===== src/rtl/pin_irq_pkg.sv =====
// Package: shared types for the pin edge interrupt detector.
// Assumes a two-bit mode field per pin.
package pin_irq_pkg;

    localparam int MODE_W = 2;

    // Per-pin event selection, encoding fixed by the register map
    typedef enum logic [MODE_W-1:0] {
        PM_OFF    = 2'b00,
        PM_RISE   = 2'b01,
        PM_FALL   = 2'b10,
        PM_CHANGE = 2'b11
    } pin_mode_e;

endpackage


===== src/rtl/pin_sync.sv =====
// Module: pin_sync
// Multi-stage synchroniser for a vector of asynchronous inputs.
// Assumes each bit is independent (no bus coherence is promised) and
// STAGES >= 2. Output lags input by STAGES rising edges.
module pin_sync #(
    parameter int WIDTH  = 8,
    parameter int STAGES = 2
) (
    input  logic             clk,
    input  logic             rst_n,
    input  logic [WIDTH-1:0] d,
    output logic [WIDTH-1:0] q
);

    logic [WIDTH-1:0] stage_q [STAGES];

    genvar s;
    generate
        for (s = 0; s < STAGES; s++) begin : g_stage
            if (s == 0) begin : g_first
                // First stage samples the raw pins
                always_ff @(posedge clk) begin
                    if (!rst_n) stage_q[s] <= '0;
                    else        stage_q[s] <= d;
                end
            end else begin : g_rest
                // Later stages resolve metastability
                always_ff @(posedge clk) begin
                    if (!rst_n) stage_q[s] <= '0;
                    else        stage_q[s] <= stage_q[s-1];
                end
            end
        end
    endgenerate

    assign q = stage_q[STAGES-1];

endmodule


===== src/rtl/pin_mode_bank.sv =====
// Module: pin_mode_bank
// Holds the mode fields of all pins, loaded all at once by a write strobe.
// Assumes writes are whole-word; no partial update is offered.
module pin_mode_bank #(
    parameter int NUM_PINS = 8,
    parameter int MODE_W   = 2
) (
    input  logic                       clk,
    input  logic                       rst_n,
    input  logic                       we,
    input  logic [NUM_PINS*MODE_W-1:0] wdata,
    output logic [NUM_PINS*MODE_W-1:0] modes
);

    logic [NUM_PINS*MODE_W-1:0] modes_q;

    // Load the mode word on a write; reset to all disabled
    always_ff @(posedge clk) begin
        if (!rst_n)  modes_q <= '0;
        else if (we) modes_q <= wdata;
    end

    assign modes = modes_q;

endmodule


===== src/rtl/pin_event_cell.sv =====
// Module: pin_event_cell
// Event detection for one synchronised pin: rising, falling, or change
// against a reference latched on a port read. The change detector is
// armed when the mismatch begins, so a persistent mismatch fires once.
// Assumes pin_s is already synchronised to clk.
module pin_event_cell
    import pin_irq_pkg::*;
(
    input  logic      clk,
    input  logic      rst_n,
    input  logic      pin_s,
    input  pin_mode_e mode,
    input  logic      snap_stb,
    output logic      evt
);

    logic prev_q;
    logic ref_q;
    logic mism_q;
    logic mism;
    logic rise;
    logic fall;
    logic chg;

    // Raw detectors, computed every cycle whatever the mode
    always_comb begin
        mism = pin_s ^ ref_q;
        rise = pin_s & ~prev_q;
        fall = ~pin_s & prev_q;
        chg  = mism & ~mism_q;
    end

    // Pick the detector the mode asks for
    always_comb begin
        unique case (mode)
            PM_RISE:   evt = rise;
            PM_FALL:   evt = fall;
            PM_CHANGE: evt = chg;
            default:   evt = 1'b0;
        endcase
    end

    // History: last sample, last mismatch, and the read reference
    always_ff @(posedge clk) begin
        if (!rst_n) begin
            prev_q <= 1'b0;
            mism_q <= 1'b0;
            ref_q  <= 1'b0;
        end else begin
            prev_q <= pin_s;
            mism_q <= mism;
            if (snap_stb) ref_q <= pin_s;
        end
    end

endmodule


===== src/rtl/irq_merge.sv =====
// Module: irq_merge
// ORs the per-pin events and registers the result as a one-cycle request.
// Assumes each event is a single-cycle strobe.
module irq_merge #(
    parameter int NUM_PINS = 8
) (
    input  logic                clk,
    input  logic                rst_n,
    input  logic [NUM_PINS-1:0] evt,
    output logic                irq
);

    logic irq_q;

    // Register the merged request so the output is glitch-free
    always_ff @(posedge clk) begin
        if (!rst_n) irq_q <= 1'b0;
        else        irq_q <= |evt;
    end

    assign irq = irq_q;

endmodule


===== src/rtl/pin_event_irq.sv =====
// Module: pin_event_irq (top)
// Bank of pins, each able to raise an interrupt on a selected event,
// merged onto one shared one-cycle request. Assumes rd_stb is asserted
// in the cycle the processor samples rd_data.
module pin_event_irq
    import pin_irq_pkg::*;
#(
    parameter int NUM_PINS    = 8,
    parameter int SYNC_STAGES = 2
) (
    input  logic                       clk,
    input  logic                       rst_n,
    input  logic [NUM_PINS-1:0]        pin_in,
    input  logic                       cfg_we,
    input  logic [NUM_PINS*MODE_W-1:0] cfg_wdata,
    input  logic                       rd_stb,
    output logic [NUM_PINS-1:0]        rd_data,
    output logic                       irq_pulse
);

    localparam int MODE_BITS = NUM_PINS * MODE_W;

    logic [NUM_PINS-1:0]  pin_s;
    logic [MODE_BITS-1:0] modes;
    logic [NUM_PINS-1:0]  evt;

    pin_sync #(
        .WIDTH  (NUM_PINS),
        .STAGES (SYNC_STAGES)
    ) u_sync (
        .clk   (clk),
        .rst_n (rst_n),
        .d     (pin_in),
        .q     (pin_s)
    );

    pin_mode_bank #(
        .NUM_PINS (NUM_PINS),
        .MODE_W   (MODE_W)
    ) u_modes (
        .clk   (clk),
        .rst_n (rst_n),
        .we    (cfg_we),
        .wdata (cfg_wdata),
        .modes (modes)
    );

    genvar i;
    generate
        for (i = 0; i < NUM_PINS; i++) begin : g_pin
            pin_event_cell u_cell (
                .clk      (clk),
                .rst_n    (rst_n),
                .pin_s    (pin_s[i]),
                .mode     (pin_mode_e'(modes[i*MODE_W +: MODE_W])),
                .snap_stb (rd_stb),
                .evt      (evt[i])
            );
        end
    endgenerate

    irq_merge #(
        .NUM_PINS (NUM_PINS)
    ) u_merge (
        .clk   (clk),
        .rst_n (rst_n),
        .evt   (evt),
        .irq   (irq_pulse)
    );

    assign rd_data = pin_s;

endmodule


===== config.mk =====
export PLATFORM = sky130hd
export DESIGN_NAME = pin_event_irq
export DESIGN_NICKNAME = d
export VERILOG_FILES = /design/src/rtl/pin_irq_pkg.sv /design/src/rtl/pin_sync.sv /design/src/rtl/pin_mode_bank.sv /design/src/rtl/pin_event_cell.sv /design/src/rtl/irq_merge.sv /design/src/rtl/pin_event_irq.sv
export SDC_FILE = /design/constraint.sdc
export NUM_CORES = 1
export LEC_CHECK = 0
export ABC_CLOCK_PERIOD_IN_PS = 1160
export BUFFER_PORTS_ARGS = -buffer_cell sky130_fd_sc_hd__buf_4
export CAP_MARGIN = 0
export CORE_MARGIN = 2
export CORE_UTILIZATION = 50
export DETAILED_ROUTE_END_ITERATION = 6
export GPL_ROUTABILITY_DRIVEN = 0
export HOLD_SLACK_MARGIN = 0.06
export PLACE_DENSITY = 0.79
export RECOVER_POWER = 25
export SKIP_LAST_GASP = 1
export SLEW_MARGIN = 20
export SYNTH_ARGS = -nofsm -noshare
export SYNTH_HDL_FRONTEND = slang
export SYNTH_HIERARCHICAL = 1
export SYNTH_SLANG_ARGS = --single-unit

===== constraint.sdc =====
create_clock -name clk -period 1.16 [get_ports clk]
set_input_delay 0.116 -clock clk [delete_from_list [all_inputs] [get_ports clk]]
set_output_delay 0.116 -clock clk [all_outputs]
set_load 0.01 [all_outputs]

==> Word level (Yosys, flattened, before mapping) <==
Memories as Yosys holds them, arrays and structs flattened.
Index checks and enable logic that the tools add are counted.
{ "totals": {"ram_bits": 16, "mem_count": 1, "register_bits": 41, "inputBits": 28, "word_cells": 122} }
{ "mem_list": {"columns": ["name", "words", "word_bits", "read_ports", "rd_ports_with_merged_regs", "write_ports", "line_no", "rtl"], "rows": [
  ["u_sync.stage_q", 2, 8, 2, 0, 2, "pin_sync.sv:15", "logic [WIDTH-1:0] stage_q [STAGES];"]
]} }
{ "classes": {"reduce_logical": 1, "bitwise": 58, "eq_ne": 24, "mux": 12} }
{ "ops": {"columns": ["operator", "n"], "rows": [
  ["$eq A2 B2 Y1 const B", 16],
  ["$and A1 B1 Y1", 24],
  ["$not A1 Y1", 24],
  ["$pmux W1 S3", 8],
  ["$eq A2 B1 Y1 const B", 8],
  ["$mux W8", 2],
  ["$reduce_or A8 Y1", 1],
  ["$xor A1 B1 Y1", 8],
  ["$mux W1", 2],
  ["$or A1 B1 Y1", 2]
]} }

==> Depth between registers and ports, before layout <==
{ "depth": {"ltp_word": 4, "depth_mapped": 5, "depth_no_buf": 5} }

==> Cells and area by module <==
Netlist, hierarchy kept.
{ "modules_own_cells": {"columns": ["module", "area_each_um2", "cells_per_inst", "instances"], "rows": [
  ["pin_event_cell", 151.4, 15, 8],
  ["pin_mode_bank", 615.6, 51, 1],
  ["pin_sync", 446.7, 33, 1],
  ["irq_merge", 40.0, 4, 1]
]} }

==> Least setup slack after synthesis <==
No wires, ideal clock.
{ "synth_timing": {"path_kind": "register -> register", "start": "mem u_sync.stage_q[1][1]", "end": "reg u_merge.irq_q (netlist: u_merge/irq)", "synth_period_minus_slack_ns": 1.280, "path_stages_with_launch": 6, "required_time_ns": 1.033, "path_slack_ns": -0.120, "t_arrival_ns": 1.152, "path_cell_list": "dfxtp_1 -> and4bb_1 -> a21oi_1 -> nand2_1 -> nor4_1 -> a21boi_1"} }
{ "synth_rtl": {"columns": ["item", "line_no", "rtl"], "rows": [
  ["from (decl)", "pin_sync.sv:15", null],
  ["to (signal assigned)", "irq_merge.sv:18", "else irq_q <= |evt;"],
  ["to (decl)", "irq_merge.sv:13", "logic irq_q;"]
]} }

==> results.md <==
- The net total in the final layout is 326.
- Detailed routing inserted a total of 1743 vias.
- The Yosys step of the flow raised 6 warnings.
- The slew at the pin closest to its max-slew limit is 438.0 ps.
- For this design the static power due to leakage is roughly 0.0015 uW.
- Hold is met by 71.36 ps.
- Of the cells placed in the final design, the portion with a size suffix greater than 1 is roughly 39%.
- Across the VDD grid, the largest voltage drop is around 1000 uV.
- In this run the critical register-to-register path is captured at u_merge/irq.
- TritonCTS built the clock tree.
- Setup violations remaining at the end of the flow were counted as 1.
- Data on the critical path is required at its endpoint by between 1000 and 1500 ps.
- Traced cell by cell, the critical path runs through and4bb_1, a21oi_2, nand2_1, nor4_2, a21boi_1.
- The smallest setup slack after layout is -117.9 ps.
- From bottom edge to top edge, the die measures 72.02 um.
- The cell at the root of the clock tree is sky130_fd_sc_hd__clkbuf_8.
- The first detailed-routing pass took 4 iterations.
- The flow ran to the end, but the final reports show violations.
- During placement, the flow inserted port buffers numbering 36.
- After synthesis, the share of flip-flops with an asynchronous set or reset is 0%.
- The initial antenna violation count is 0.
- Data on the critical path arrives at its endpoint at 1480 ps.
- Synthesis inferred 57 register bits.
- The internal portion of the total power is 3328 uW.
- The part of the total power dissipated in sequential elements is 49.2%.
- The iteration-0 DRC count of the detailed router is 49.
- The count of boundary I/O pins is 37.
- After the flow finishes, the layout carries non-filler instances totaling 355.
- The number of synthesized flops with an enable pin is 0.
- The clock network latency to the later pin of the worst-skew pair is 330 ps.
- The post-synthesis instance area is 2313 um^2.
- STA classifies the critical path startpoint as a flop.
- The primary flip-flop cell chosen by synthesis mapping is sky130_fd_sc_hd__dfxtp_1.
- After detailed placement, the design holds a cell count of approximately 320.
- Clock tree synthesis inserted a total of 9 buffers.
- After detailed routing, the average wire length per cell comes to 12.83 um.
- On the final layout, the worst clock skew is 6.473 ps.
- The endpoint of the worst setup timing path is u_merge/irq.
- The element type at the critical path end is a flop.
- In the layout the commonest cells are 55 x sky130_fd_sc_hd__buf_4, 38 x sky130_fd_sc_hd__dfxtp_1, 24 x sky130_fd_sc_hd__mux2i_1, 24 x sky130_fd_sc_hd__nor2b_1, 22 x sky130_fd_sc_hd__dlygate4sd3_1.
- The share of total power dissipated in the clock network is between 40% and 50%.
- The master of the slowest instance on the critical path is sky130_fd_sc_hd__dfxtp_4.
- The shortest clock period the worst path allows after layout is 1278 ps.
- The final worst-path cycle share is 110.2%.
- Across every metal layer, demand over resource in global routing totals 19.69%.
- The worst register-to-register path has a depth of 5.
- The total congestion overflow is 0.
- Summed over all nets, the half-perimeter wirelength after detailed placement is 2818 um.
- The net count of the mapped netlist is 236.
- The first-pass GRT wire length is 7659 um.
- For this run, design rule violations remaining after detail routing come to 0.
- In this run, distinct cell masters in the synthesized netlist total 17.
- The most critical setup path has its startpoint at u_sync/stage_q[1][4].
- In this run the worst path has a maximum fanout of 4.
- The final wirelength is 4553 um.
- The H-tree was split into 3 levels.
- 0 antenna diodes ended up in the layout.
- The analysis attributes to net switching a power of 939.1 uW.
- The area growth from synthesis to layout is 41.00%.
- The worst min-delay path class is input pin to flop.
- The clock transition at the registers of the reported paths is 60 ps.
- In this run the core area contains 24 standard-cell rows.
- Entering global routing, the biggest net connects 58 pins.
- The average cell area after synthesis is roughly 11 um^2.
- The library cell used most frequently in the layout, excluding fill and tap cells, is sky130_fd_sc_hd__buf_4.
- The worst reg-to-reg setup slack is -120 ps.
- The number of global-route vias before repair is 1732.
- The die is 72.02 um wide.
- The buffer levels on the longest clock path is 2.
- CTS saw 57 sinks.
- The instance area at placement is 2800 um^2.
- The power density of the placed cells is 1308 nW/um^2.
- The checks that failed: setup timing.
- The total power draw is 4267 uW.
- Of the synthesized area, sequential elements account for roughly half.
- Measured against its own limit, the worst slew margin works out to 70.80%.
- The worst hold path was traced through 3 stages.
- The maximum operating frequency is ~0.78 GHz.
- The final instance area is 3262 um^2.
- The post-synthesis cell count is 208.
- Cells fill 73.89% of the core in the end.
- The delay of the slowest cell on the worst path is between 300 and 400 ps.
- The detailed-route vias per instance is 4.910.
- The starting utilization of the core area is roughly 52%.
- The die covers 5187 um^2.
- The remaining antenna violation count after routing is 0.
- Net switching is 22.01% of the power.
- The total area inside the core boundary comes to between 4000 and 5000 um^2.
- The number of endpoints with negative hold slack in the final report is 0.
- The number of violations of the max-capacitance limit is 0.
- The setup path with the least slack is of type flop to flop.
- The startpoint of the lowest-slack register-to-register path is u_sync/stage_q[1][4].
- Setup repair after global routing could not meet its margin everywhere.
- Combinational logic burns 10.4% of the power.
- The number of pins with negative max-slew slack in the final report is 0.
-- sequential cells by signal, indices dropped and copies added (netlist names) --
signal               count
g_pin.u_cell/mism_q      8
g_pin.u_cell/prev_q      8
u_modes/modes           16
g_pin.u_cell/ref_q       8
u_sync/stage_q          16
u_merge/irq              1
-- kinds of logic (layout without fill, tap and decap cells) --
kind of cell	Yosys count	in the layout	synth area share (%)
xor gates and xnor gates	8	8	3.029
muxes	24	24	10.38
and+or+nand+nor	98	98	30.61
DFF	57	57	49.32
buffers and inverters	4	99	2.001
AOI/OAI and AO/OA	17	17	4.651
-- power by group through the flow --
stage	sequential (uW)	clock (uW)	combinational (uW)
finish	2100	1730	443
floorplan	2140	0	187
global placement	2130	0	364
global route	2110	1860	484
detailed placement	2140	0	374
CTS	2100	1780	435
-- metrics by stage --
step / setup WS (ps) / TNS [ps]
after CTS: -107.4 / -107.4
after global routing: -206.9 / -206.9
after detailed placement: -182.8 / -182.8
after floorplan: -8.403 / -8.403
final: -117.9 / -117.9
after global placement: -55.52 / -55.52
-- timing repair --
item | 4_1_cts | 5_1_grt
setup buffers | 0 | 2
hold buffers | 22 | 0
pin swaps | 3 | 4
cloned | 0 | 0
gates resized for setup | 3 | 12
endpoints found under the setup margin | 1 | 1
endpoints found under the hold margin | 22 | 0
-- Yosys cell counts (all sizes together), types with 2 or more instances --
cell,count,area share (%)
a21oi,8,1.7
and2,32,9.7
and4bb,16,8.7
buf,3,1.8
dfxtp,57,49
mux2i,24,10
nand2,8,1.3
nor2,8,1.3
nor2b,24,6.5
nor3b,8,2.6
nor4,2,0.54
o211ai,8,2.6
xor2,8,3.0
-- worst min path at each step --
stage / from / end / slack (ps)
final: cfg_wdata[13] / u_modes/modes[13] / 70
after detailed placement: pin_in[1] / u_sync/stage_q[0][1] / 340
after global routing: cfg_wdata[13] / u_modes/modes[13] / 80
after global placement: pin_in[6] / u_sync/stage_q[0][6] / 340
after floorplan: rst_n / g_pin[0].u_cell/mism_q / 240
after CTS: cfg_wdata[13] / u_modes/modes[13] / 70
-- critical path, delay by kind of cell (launching register included) --
| kind | cells | cell delay [ps] |
|---|---|---|
| AND/OR/NAND/NOR | 3 | 580 |
| flip-flops | 1 | 350 |
| AO/OA/AOI/OAI | 2 | 230 |
-- area by class of cell --
| cell class | count | area, um^2 |
|---|---|---|
| well taps | 52 | 65.06 |
| clock inverters | 2 | 10.01 |
| clock buffers | 14 | 182.7 |
| flip-flops and latches | 57 | 1180 |
| multi-input cells | 147 | 1146 |
| fillers | 307 | 1152 |
| repair buffers | 83 | 678.2 |
-- per-layer routing --
layer	up-vias	routed length, um	track usage, %
met4	0	106	11.95
met3	12	129	4.583
met1	794	2194	22.74
li1	910	-	-
met2	27	2123	33.13
met5	-	0	0
No activity file was read; power rests on OpenSTA's default activity.
